<file path="src/rtl/cwp_pkg.sv">
package cwp_pkg;

    localparam int FRAME_BITS = 16;
    localparam int ADDR_W     = 5;
    localparam int DATA_W     = 8;
    localparam int CNT_W      = $clog2(FRAME_BITS + 2);
    localparam logic [CNT_W-1:0] CNT_FULL = CNT_W'(FRAME_BITS);
    localparam logic [CNT_W-1:0] CNT_SAT  = CNT_W'(FRAME_BITS + 1);

    // location of the soft timing-reset control bit
    localparam int TRST_REG = 0;
    localparam int TRST_BIT = 0;

    typedef struct packed {
        logic              dev_hi;
        logic              dev_lo;
        logic              is_write;
        logic [ADDR_W-1:0] idx;
        logic [DATA_W-1:0] data;
    } frame_t;

    function automatic logic [DATA_W-1:0] reg_default(input int index);
        logic [DATA_W-1:0] v;
        v = '0;
        if (index == TRST_REG) v[TRST_BIT] = 1'b1;
        return v;
    endfunction

    function automatic logic frame_for_me(input frame_t f, input logic cad);
        return f.dev_hi && (f.dev_lo == cad) && f.is_write;
    endfunction

endpackage

</file>
<file path="src/rtl/cwp_sync.sv">
module cwp_sync #(
    parameter int          W       = 1,
    parameter logic [W-1:0] RST_VAL = '0
) (
    input  logic         clk,
    input  logic         rst,
    input  logic [W-1:0] d,
    output logic [W-1:0] q
);
    logic [W-1:0] meta;

    always_ff @(posedge clk) begin
        if (rst) begin
            meta <= RST_VAL;
            q    <= RST_VAL;
        end else begin
            meta <= d;
            q    <= meta;
        end
    end
endmodule

</file>
<file path="src/rtl/cwp_rx.sv">
module cwp_rx
    import cwp_pkg::*;
(
    input  logic   clk,
    input  logic   rst,
    input  logic   cs_n_s,
    input  logic   sclk_s,
    input  logic   sdi_s,
    output logic   commit,
    output frame_t frm
);
    logic                  cs_q;
    logic                  sclk_q;
    logic [CNT_W-1:0]      nbits;
    logic [FRAME_BITS-1:0] shreg;
    logic                  sel_fall;
    logic                  sel_rise;
    logic                  bit_edge;

    always_comb begin
        sel_fall = cs_q && !cs_n_s;
        sel_rise = !cs_q && cs_n_s;
        bit_edge = !cs_n_s && sclk_s && !sclk_q;
    end

    always_ff @(posedge clk) begin
        if (rst) begin
            cs_q   <= 1'b1;
            sclk_q <= 1'b1;
            nbits  <= '0;
            shreg  <= '0;
            commit <= 1'b0;
        end else begin
            cs_q   <= cs_n_s;
            sclk_q <= sclk_s;
            commit <= sel_rise && (nbits == CNT_FULL);
            if (sel_fall) begin
                nbits <= '0;
                shreg <= '0;
            end else if (bit_edge) begin
                shreg <= {shreg[FRAME_BITS-2:0], sdi_s};
                if (nbits != CNT_SAT) nbits <= nbits + 1'b1;
            end
        end
    end

    assign frm = frame_t'(shreg);
endmodule

</file>
<file path="src/rtl/cwp_regbank.sv">
module cwp_regbank
    import cwp_pkg::*;
#(
    parameter int NUM_REGS = 8
) (
    input  logic                       clk,
    input  logic                       rst,
    input  logic                       pdn_n,
    input  logic                       mclk_ok,
    input  logic                       cad0,
    input  logic                       commit,
    input  frame_t                     frm,
    output logic [NUM_REGS*DATA_W-1:0] reg_flat
);
    logic accept;

    always_comb begin
        accept = commit && pdn_n && mclk_ok && frame_for_me(frm, cad0)
                 && (int'(frm.idx) < NUM_REGS);
    end

    for (genvar g = 0; g < NUM_REGS; g++) begin : g_reg
        logic [DATA_W-1:0] val;

        always_ff @(posedge clk) begin
            if (rst || !pdn_n) begin
                val <= reg_default(g);
            end else if (accept && (int'(frm.idx) == g)) begin
                val <= frm.data;
            end
        end

        assign reg_flat[g*DATA_W +: DATA_W] = val;
    end
endmodule

</file>
<file path="src/rtl/ctl_wport.sv">
module ctl_wport
    import cwp_pkg::*;
#(
    parameter int NUM_REGS = 8
) (
    input  logic                       clk,
    input  logic                       rst,
    input  logic                       pdn_n,
    input  logic                       mclk_ok,
    input  logic                       cad0,
    input  logic                       cs_n,
    input  logic                       sclk,
    input  logic                       sdi,
    output logic [NUM_REGS*DATA_W-1:0] reg_flat,
    output logic                       timing_reset
);
    logic [2:0] line_s;
    logic       frm_commit;
    frame_t     frm_data;

    cwp_sync #(.W(3), .RST_VAL(3'b110)) u_sync (
        .clk (clk),
        .rst (rst),
        .d   ({cs_n, sclk, sdi}),
        .q   (line_s)
    );

    cwp_rx u_rx (
        .clk    (clk),
        .rst    (rst),
        .cs_n_s (line_s[2]),
        .sclk_s (line_s[1]),
        .sdi_s  (line_s[0]),
        .commit (frm_commit),
        .frm    (frm_data)
    );

    cwp_regbank #(.NUM_REGS(NUM_REGS)) u_bank (
        .clk      (clk),
        .rst      (rst),
        .pdn_n    (pdn_n),
        .mclk_ok  (mclk_ok),
        .cad0     (cad0),
        .commit   (frm_commit),
        .frm      (frm_data),
        .reg_flat (reg_flat)
    );

    assign timing_reset = ~reg_flat[TRST_REG*DATA_W + TRST_BIT];
endmodule

</file>
<file path="config.mk">
export PLATFORM = sky130hd
export DESIGN_NAME = ctl_wport
export DESIGN_NICKNAME = d
export VERILOG_FILES = /design/src/rtl/cwp_pkg.sv /design/src/rtl/cwp_sync.sv /design/src/rtl/cwp_rx.sv /design/src/rtl/cwp_regbank.sv /design/src/rtl/ctl_wport.sv
export SDC_FILE = /design/constraint.sdc
export NUM_CORES = 1
export LEC_CHECK = 0
export BUFFER_PORTS_ARGS = -buffer_cell sky130_fd_sc_hd__buf_2
export CAP_MARGIN = 30
export CORE_UTILIZATION = 40
export CTS_CLUSTER_DIAMETER = 30
export DETAILED_ROUTE_END_ITERATION = 6
export SETUP_SLACK_MARGIN = 0.3
export SYNTH_ARGS = -nofsm -noshare
export SYNTH_HDL_FRONTEND = slang
export SYNTH_HIERARCHICAL = 1
export SYNTH_SLANG_ARGS = --single-unit
export TNS_END_PERCENT = 50
</file>
<file path="constraint.sdc">
create_clock -name clk -period 1.4 [get_ports clk]
set_input_delay 0.07 -clock clk [delete_from_list [all_inputs] [get_ports clk]]
set_output_delay 0.07 -clock clk [all_outputs]
set_load 0.01 [all_outputs]
</file>
==> metrics.md, run 1 <==
| Metric | Value |
|---|---|
| Crit. End Element | flop |
| Netlist cell types | 31 |
| Placed cell count | 534 |
| Seq pwr share | 56.0% |
| ANT cells | 0 |
| Hold path depth | 3 |
| Maximum capacitance violations | 0 |
| Cell family with most CP delay | simple AND/OR/NAND/NOR gates |
| Switching component of the power | 0.001002 W |
| CP Cell Sequence | or3b_4, or4_1, a21oi_1 |
| Die Y-Extent | 95.96 µm |
| Synth Instances | 356 |
| Period minus WS final | 1.409 ns |
| Vias in the first global route | 2,463 |
| Post-synth EDFFs | 0 |
| Num CTS Buffers | 9 |
| F_max | 709.9 MHz |
| H-tree levels | 3 |
| Layout cells sized above 1 | 31.04% |
| Setup TNS | -0.01388 ns |
| Vias per cell | 4.896 |
| TritonCTS clock tree | yes |
| LEAKAGE | 2.236 nW |
| Worst hold-check path type | in -> reg |
| FF-to-FF path depth | 3 |
| # setup viols final | 2 |
| PwrDens | 1051 nW/µm² |
| Critical path class | reg -> reg |
| Num ports | 73 |
| Iteration-0 DRC Markers | 109 |
| Clock power share | 41.6% |
| Worst path depth | 3 |
| CTS Buffer Depth | 2 |
| WL/cell | 14.06 µm |
| Sw frac | 20.91% |
| Status | complete, but fails checks |
| I/O Buffers | 72 |
| Rows | 33 |
| First drt pass iteration count | 4 |
| Main synth FF type | dfxtp_1 |
| Slowest CP cell | or4_1 |
| Min Hold Slack | 0.09215 ns |
| Largest net degree at the start of global routing | 32 |
| DRC Markers | 0 |
| Final core utilization | 54.43% |
| Die Area | 9207 µm² |
| Initial core utilization | 42.13% |
| Failing checks | setup timing |
| CP peak stage delay | 0.48 ns |
| Worst setup SP type | flop |
| Mean area per synthesized cell | 9.918 µm² |
| Synthesized Nets | 367 |
| Clock skew | 0.01228 ns |
| Initial antenna violation count | 0 |
| Clk pin slew, worst setup/hold paths | 0.09 ns |
| Final WL | 7.819 mm |
| Area of the mapped netlist | 3531 µm² |
| Total GRT Usage | 17.58% |
| Global-route wire length before repair | 12.05 mm |
| Final slew viol count | 0 |
| Yosys reg bits | 94 |
| Area Overhead vs Synth | 29.20% |
| Int Pwr | 0.003791 W |
| Power share of the combinational group | 2.5% |
| Peak supply drop | 0.4636 mV |
| Clk Tree Root Cell | clkbuf_8 |
| Final hold vios | 0 |
| Core ar. | 8382 µm² |
| Req. time, crit path | 1.68 ns |
| Vias post-DR | 2,722 |
| Synthesis warning total | 6 |
| Grt ovf | 0 |
| WP data arrival | 1.69 ns |
| Die X | 95.96 µm |
| Least-Margin Pin Slew | 0.4758 ns |
| Nets | 457 |
| Seq/Total Area, Yosys | 53.30% |
| Post-route setup slack | -0.008651 ns |
| Final Non-Filler Cells | 556 |
| Fraction of registers with async set/reset | 0% |
| Buf/Inv on CP | 0 |
| Slew margin rel. | 68.20% |
| Clk Latency, worst-skew pair | 0.35 ns |
| Final HPWL from detailed placement | 5.329 mm |
| Fillers | 787 |
| Global placer's final weighted congestion | 0.7330 |
| Critical path fanouts, max | 5 |
| ANT nets after route | 0 |
| RSZ-0062 raised after global routing | yes |
| Final worst-path cycle share | 100.6% |
| Sinks on Clock Net | 94 |
[cells by family after synthesis]
group / Yosys count / synth area share [%]
AOI/OAI and AO/OA: 27 / 3.827
xor gates and xnor gates: 1 / 0.7797
adders and majority gates: 3 / 1.063
buffers and inverters: 24 / 3.047
DFF: 94 / 53.30
muxes: 64 / 18.14
and+or+nand+nor: 143 / 19.84
[state kept, by name, summed over array words and instances, names as in the netlist]
register,flops
u_bank/g.val,64
u_rx/nbits,5
u_rx/frm,16
u_rx/sclk_q,1
u_rx/cs_q,1
u_rx/commit,1
u_sync/q,3
u_sync/meta,3
[stage by stage]
stage | total power [W] | area [µm²] | setup WS (ns)
after global placement | 0.002850 | 4190 | -0.04369
after CTS | 0.004865 | 4552 | -0.02073
after global routing | 0.004989 | 4562 | -0.06238
after floorplan | 0.002808 | 3578 | -0.03483
final | 0.004794 | 4562 | -0.008651
after detailed placement | 0.002852 | 4190 | -0.07424
[area by class of cell]
cell class	instances	area, µm²	area share [%]
sequential	94	1896	41.55
multi-input combinational	238	1643	36.01
timing repair buffer	97	638.1	13.99
clock buffer	10	137.6	3.017
tap	105	131.4	2.880
clock inverter	6	93.84	2.057
inverter	6	22.52	0.4937
[per-layer routing]
metal	global-route usage, %	vias to the layer above	routed length [µm]
met5	0	-	0
met4	6.343	0	55
met3	3.318	4	309
met2	30.24	62	3850
met1	21.88	1281	3604
li1	-	1375	-
[power by group through the flow]
stage / Clock, W / Sequential, W / Combinational [W]
after global placement: 0 / 0.00275 / 0.000104
after CTS: 0.00206 / 0.00268 / 0.000119
final: 0.00199 / 0.00268 / 0.000119
after detailed placement: 0 / 0.00275 / 0.000105
after global routing: 0.00218 / 0.00268 / 0.000129
after floorplan: 0 / 0.00275 / 0.0000610
[layout by cell type (no fill, tap or decap), types with 2 or more instances in the layout]
cell type and instances:
nor2b_2 2, buf_2 72, or2_1 4, buf_12 6
nand4_4 7, inv_1 6, bufinv_16 2, mux2i_1 64
dfxtp_2 8, clkbuf_8 10, clkinv_4 2, nand2_1 102
or2_2 2, nor2b_1 2, nor2_1 4, ha_1 3
or3_1 3, o21ai_1 4, dfxtp_1 85, dlygate4sd3_1 3
nand3_1 2, a21oi_1 21, buf_4 14, buf_6 2
[path summary, 6_finish.rpt]
path | start | end | slack (ns)
setup / recovery | u_sync/q[2] | u_rx/nbits[2] | -0.009
hold / removal | rst | u_sync/meta[0] | 0.09
setup reg to reg | u_sync/q[2] | u_rx/nbits[2] | -0.009
hold reg to reg | u_sync/meta[1] | u_sync/q[1] | 0.42
[cells in the mapped netlist (2+ instances only)]
library cell	number	area, µm²
inv_1	6	22.52
nand2_1	103	386.6
nor2b_1	5	31.28
buf_2	3	15.01
nor2_1	4	15.01
or3_1	3	18.77
and4_1	3	26.28
nand4_2	7	87.58
a21oi_1	21	105.1
or2_2	2	12.51
o21ai_0	6	30.03
or2_1	4	25.02
nand3_1	2	10.01
mux2i_1	64	640.6
clkbuf_2	2	10.01
ha_1	3	37.54
dfxtp_1	94	1882
clkbuf_1	11	41.29
[worst reg2reg max path: stages, from the launching register on]
cell     delay [ns]
dfxtp_2        0.32
or3b_4         0.41
or4_1          0.48
a21oi_1        0.13
[what timing repair did]
action / CTS / global route
setup buffers: 3 / 0
resized for setup: 18 / 4
hold endpoints to repair: 3 / 0
endpoints found under the setup margin: 86 / 86
hold buffers: 3 / 0
pin swaps: 13 / 3
Note: power is estimated with default switching activity, not from simulation.
==> inputs of run 2 (changes only) <==
- ABC_AREA: unset -> 1
==> run 2 against run 1 <==
  * The flow now finishes without violations
  * Critical path depth grew 5
  * Worst hold slack worse by 0.063 ns
  * Design area rose by 18%
  * Final cell count increased by 40%
  * Synthesized cell count rose by 53%
  * Critical endpoint is now u_bank/g_reg[7].val[0]
  * Area after synthesis increased by 15%
  * Critical path type unchanged
  * Sequential share of layout area fell by 6.2 points
  * Clock power grew 7%
==> metrics.md, run 2 <==
| Metric | Value |
|---|---|
| Req. time, crit path | 1.65 ns |
| Iteration-0 DRC Markers | 167 |
| LEAKAGE | 2.208 nW |
| Least-Margin Pin Slew | 0.4640 ns |
| Mean area per synthesized cell | 7.450 µm² |
| Area Overhead vs Synth | 32.82% |
| Most frequent cell after synthesis | nor2_1 |
| DRC Markers | 0 |
| Crit. End Element | flop |
| Synth Area in XOR/XNOR | 0% |
| WL/cell | 14.00 µm |
| Post-synth EDFFs | 0 |
| Total GRT Usage | 19.02% |
| Synthesis warning total | 6 |
| Netlist cell types | 23 |
| Share of the synthesized area in the top cell type | 46.35% |
| Die Area | 10,560 µm² |
| Final Non-Filler Cells | 776 |
| Initial antenna violation count | 0 |
| Main synth FF type | dfxtp_1 |
| Global-route wire length before repair | 15.44 mm |
| Rows | 36 |
| Worst hold-check path type | in -> reg |
| Compound-cell area share of the yosys netlist | 2.804% |
| Fraction of registers with async set/reset | 0% |
| Slowest CP cell | dfxtp_4 |
| H-tree levels | 3 |
| WP data arrival | 1.61 ns |
| Num CTS Buffers | 9 |
| Commonest non-fill, non-tap cell in the layout | nor2_1 |
| Final HPWL from detailed placement | 6.542 mm |
| Clk pin slew, worst setup/hold paths | 0.08 ns |
| Adder-cell share of the synthesized area | 0.9245% |
| Sinks on Clock Net | 94 |
| F_max | 732.3 MHz |
| Min Hold Slack | 0.02927 ns |
| Peak supply drop | 0.7434 mV |
| Cell taking the most area after synthesis | dfxtp_1 |
| Top cells by area, synth | dfxtp_1 (46%), nor2_1 (13%), nand2_1 (12%), nand4_1 (10%), nor2_4 (5.5%) |
| Clk Latency, worst-skew pair | 0.35 ns |
| Vias per cell | 5.019 |
| Vias in the first global route | 3,289 |
| Nets | 650 |
| First drt pass iteration count | 5 |
| RSZ-0062 raised after global routing | yes |
| Critical path class | reg -> reg |
| Final core utilization | 54.92% |
| Largest family of logic cells by synthesized area | simple AND/OR/NAND/NOR gates |
| Status | finished clean |
| Area share of and/or/nand/nor cells after synthesis | 42.84% |
| Core ar. | 9819 µm² |
| Seq/Total Area, Yosys | 46.35% |
| Synthesized Nets | 556 |
| Largest net degree at the start of global routing | 65 |
| Final slew viol count | 0 |
| Global placer's final weighted congestion | 0.7949 |
| Die Y-Extent | 102.8 µm |
| Slew margin rel. | 69.04% |
| PwrDens | 921.9 nW/µm² |
| Max reg flops | 64 |
| Area of the mapped netlist | 4060 µm² |
| Critical path fanouts, max | 16 |
| ANT cells | 0 |
| Final hold vios | 0 |
| Final worst-path cycle share | 97.53% |
| TritonCTS clock tree | yes |
| Final WL | 10.86 mm |
| ANT nets after route | 0 |
| I/O Buffers | 72 |
| Placed cell count | 737 |
| Vias post-DR | 3,895 |
| Die X | 102.8 µm |
| Biggest register | u_bank/g.val |
| CTS Buffer Depth | 2 |
| Maximum capacitance violations | 0 |
| Num ports | 73 |
| Layout cells sized above 1 | 35.15% |
| Mux cell area share after synthesis | 0% |
| Clock skew | 0.005916 ns |
| FF-to-FF setup slack | 0.03 ns |
| Clk Tree Root Cell | clkbuf_8 |
| Most used cell, CP | nand2_2 |
| Worst setup SP type | flop |
| Commonest cells in the netlist | nor2_1 (138), nand2_1 (127), dfxtp_1 (94) |
| Period minus WS final | 1.365 ns |
| Yosys reg bits | 94 |
| Synth Instances | 545 |
| # setup viols final | 0 |
| CP Cell Sequence | inv_2, nand2_2, nand2_2, nor2_4, clkbuf_16, nand4_1, nand2_1, nor2_1 |
| Grt ovf | 0 |
| CP peak stage delay | 0.37 ns |
| Initial core utilization | 41.35% |
| Most frequent cells in the layout | nor2_1 (129), nand2_1 (104), dfxtp_1 (81), buf_2 (72), nand4_1 (65) |
-- run 2: power by group --
part	switching [W]	internal (W)
Combinational	0.000108	0.0000571
Clock	0.000900	0.00122
Sequential	0.00000737	0.00268
-- run 2: layer usage --
metal  part of all wire, %  GRT usage (%)
met4                   1.4          5.200
met2                    47          31.03
met3                   5.4          3.864
met1                    46          25.62
met5                     0              0
-- run 2: kinds of logic (layout without fill, tap and decap cells) --
family,Yosys count,after routing
AOI/OAI and AO/OA,22,22
adders and majority gates,3,3
buffers and inverters,61,159
DFF,94,94
and+or+nand+nor,365,365
-- run 2: what timing repair did --
action | 4_1_cts | 5_1_grt
resized for setup | 6 | 91
hold buffers | 3 | 0
hold endpoints to repair | 3 | 0
endpoints found under the setup margin | 69 | 85
cloned | 0 | 4
setup buffers | 11 | 6
pin swaps | 37 | 84
-- run 2: stage by stage --
stage	cell area [µm²]	worst slack [ns]	power, W	setup TNS, ns
5_1_grt	5393	-0.02728	0.005146	-0.1742
4_1_cts	4965	0.09857	0.004998	0
6_report	5393	0.03451	0.004972	0
3_3_place_gp	4574	0.06829	0.002890	0
3_5_place_dp	4574	0.008352	0.002892	0
2_1_floorplan	4104	0.2283	0.002846	0
-- run 2: worst max-delay path: cells and delay by family, from the launching register on --
kind	cells	cell delay (ns)
AND/OR/NAND/NOR	6	0.61
buffers and inverters	2	0.29
flip-flops	1	0.37
-- run 2: worst paths after layout --
path,endpoint,depth (start not counted),startpoint
min reg2reg,u_sync/q[1],2,u_sync/meta[1]
max reg2reg,u_bank/g_reg[7].val[0],8,u_rx/frm[14]
min,u_sync/meta[0],2,rst
max,u_bank/g_reg[7].val[0],8,u_rx/frm[14]
-- run 2: cell type report --
type,instances,area [µm²]
Tap cell,133,166.4
Inverter,39,156.4
Multi-Input combinational cell,390,2160
Timing Repair Buffer,105,768.2
Clock inverter,4,95.09
Clock buffer,11,141.4
Fill cell,947,4427
Sequential cell,94,1906
==> inputs of run 3 (changes only) <==
- REMOVE_ABC_BUFFERS: unset -> 1
==> run 3 against run 2 <==
  * Count of clock-buffer cells in the layout rose by 1
  * Global-route usage rose by 0.32 points
  * Critical path type unchanged
  * Sequential share of layout area rose by 0.77 points
  * Clock skew rose by 0.0046 ns
  * Worst hold slack got worse by 0.014 ns
  * Combinational power fell by 7%
==> metrics.md, run 3 (synthesis gave the netlist of run 2 again) <==
| Metric | Value |
|---|---|
| Status | finished clean |
| Final core utilization | 53.67% |
| Clk Latency, worst-skew pair | 0.36 ns |
| Crit. End Element | flop |
| Biggest register | u_bank/g.val |
| Layout cells sized above 1 | 29.49% |
| R2R Path End | u_bank/g_reg[5].val[1] |
| RSZ-0062 raised after global routing | yes |
| Hold path depth | 2 |
| Setup TNS | 0 ns |
| Period minus WS final | 1.340 ns |
| Vias in the first global route | 3,388 |
| Power share of the combinational group | 3.2% |
| Vias per cell | 5.045 |
| Switching component of the power | 0.001038 W |
| Critical path fanouts, max | 12 |
| Worst hold-check path type | in -> reg |
| First drt pass iteration count | 4 |
| FF-to-FF path depth | 8 |
| Clk Tree Root Cell | clkbuf_8 |
| Final hold vios | 0 |
| Min Hold Slack | 0.01498 ns |
| Seq pwr share | 56.5% |
| Largest net degree at the start of global routing | 65 |
| Critical path class | reg -> reg |
| Core ar. | 9819 µm² |
| Nets | 657 |
| DRC Markers | 0 |
| FF-to-FF setup slack | 0.06 ns |
| Worst Hold Launch | rst |
| Sinks on Clock Net | 94 |
| Maximum capacitance violations | 0 |
| F_max | 746.5 MHz |
| Clk pin slew, worst setup/hold paths | 0.09 ns |
| Num ports | 73 |
| Global placer's final weighted congestion | 0.7791 |
| Sw frac | 21.88% |
| Final slew viol count | 0 |
| Global-route wire length before repair | 15.84 mm |
| Iteration-0 DRC Markers | 151 |
| Req. time, crit path | 1.65 ns |
| Initial core utilization | 41.35% |
| Initial antenna violation count | 0 |
| Fillers | 975 |
| TritonCTS clock tree | yes |
| Area Overhead vs Synth | 29.80% |
| Int Pwr | 0.003705 W |
| Clock skew | 0.01051 ns |
| WL/cell | 13.09 µm |
| Die Y-Extent | 102.8 µm |
| Total GRT Usage | 19.34% |
| Vias post-DR | 3,955 |
| CTS Buffer Depth | 2 |
| Design Area, Final | 5270 µm² |
| Rows | 36 |
| # setup viols final | 0 |
| Final HPWL from detailed placement | 6.280 mm |
| H-tree levels | 3 |
| ANT nets after route | 0 |
| Worst Hold End | u_rx/commit |
| Max reg flops | 64 |
| DP Area | 4548 µm² |
| Slew margin rel. | 71.02% |
| Num CTS Buffers | 9 |
| I/O Buffers | 72 |
| Post-route setup slack | 0.06046 ns |
| Die Area | 10,560 µm² |
| Final worst-path cycle share | 95.68% |
| PwrDens | 899.9 nW/µm² |
| Worst setup SP type | flop |
| Commonest non-fill, non-tap cell in the layout | nor2_1 |
| ANT cells | 0 |
| WP data arrival | 1.59 ns |
| Reg-to-Reg Start | u_rx/frm[11] |
| Pre-CTS WS | 0.002789 ns |
| Grt ovf | 0 |
| Peak supply drop | 0.5906 mV |
| Most frequent cells in the layout | nor2_1 (132), nand2_1 (121), dfxtp_1 (85), buf_2 (72), nand4_1 (65) |
| Die X | 102.8 µm |
| Final WL | 10.26 mm |
| LEAKAGE | 2.081 nW |
| Least-Margin Pin Slew | 0.4342 ns |
| Clock power share | 40.3% |
run 3: per-layer routing:
layer	up-vias	track usage, %	routed length (µm)
met4	0	6.826	170
met3	17	4.136	585
met1	1851	24.05	4503
met2	117	33.08	5002
li1	1970	-	-
met5	-	0	0
run 3: critical path, stage by stage, from the launching register on:
cell     delay [ns]
dfxtp_4        0.37
inv_6          0.08
nand3_4        0.07
nor2_4         0.16
buf_6          0.15
buf_16         0.14
nand4_1        0.10
nand2_1        0.12
nor2_1         0.06
run 3: stage by stage:
stage,total power (W),cells
finish,0.004743,784
global route,0.004914,784
CTS,0.004792,775
detailed placement,0.002888,736
global placement,0.002886,736
floorplan,0.002843,523
run 3: cell type report:
type	count	area, µm²	share of cell area [%]
multi-input combinational	390	1973	37.44
sequential	94	1903	36.11
timing repair buffer	112	854.6	16.22
tap	133	166.4	3.158
clock buffer	12	165.2	3.134
inverter	39	153.9	2.920
clock inverter	4	53.80	1.021
run 3: how the worst max path moves through the flow:
stage / from / end / slack (ns) / depth (start not counted)
final: u_rx/frm[11] / u_bank/g_reg[5].val[1] / 0.06 / 8
after global routing: u_rx/frm[11] / u_bank/g_reg[5].val[1] / -0.02 / 8
after CTS: u_rx/frm[12] / u_bank/g_reg[3].val[2] / 0.11 / 8
after detailed placement: u_rx/frm[12] / u_bank/g_reg[7].val[4] / 0.003 / 7
after global placement: u_rx/frm[12] / u_bank/g_reg[7].val[5] / 0.06 / 7
after floorplan: u_rx/frm[12] / u_bank/g_reg[0].val[0] / -0.69 / 6
run 3: repair_timing:
| action | CTS | global route |
|---|---|---|
| endpoints found under the hold margin | 4 | 0 |
| hold buffers | 5 | 0 |
| buffers inserted | 16 | 5 |
| endpoints found under the setup margin | 70 | 86 |
| pin swaps | 35 | 28 |
| cloned | 2 | 4 |
| gates resized for setup | 18 | 36 |
run 3: power groups by stage:
stage	registers, W	logic (W)	clock network (W)
2_1_floorplan	0.00275	0.0000949	0
3_3_place_gp	0.00275	0.000137	0
3_5_place_dp	0.00275	0.000139	0
4_1_cts	0.00269	0.000149	0.00196
5_1_grt	0.00268	0.000174	0.00206
6_report	0.00268	0.000153	0.00191
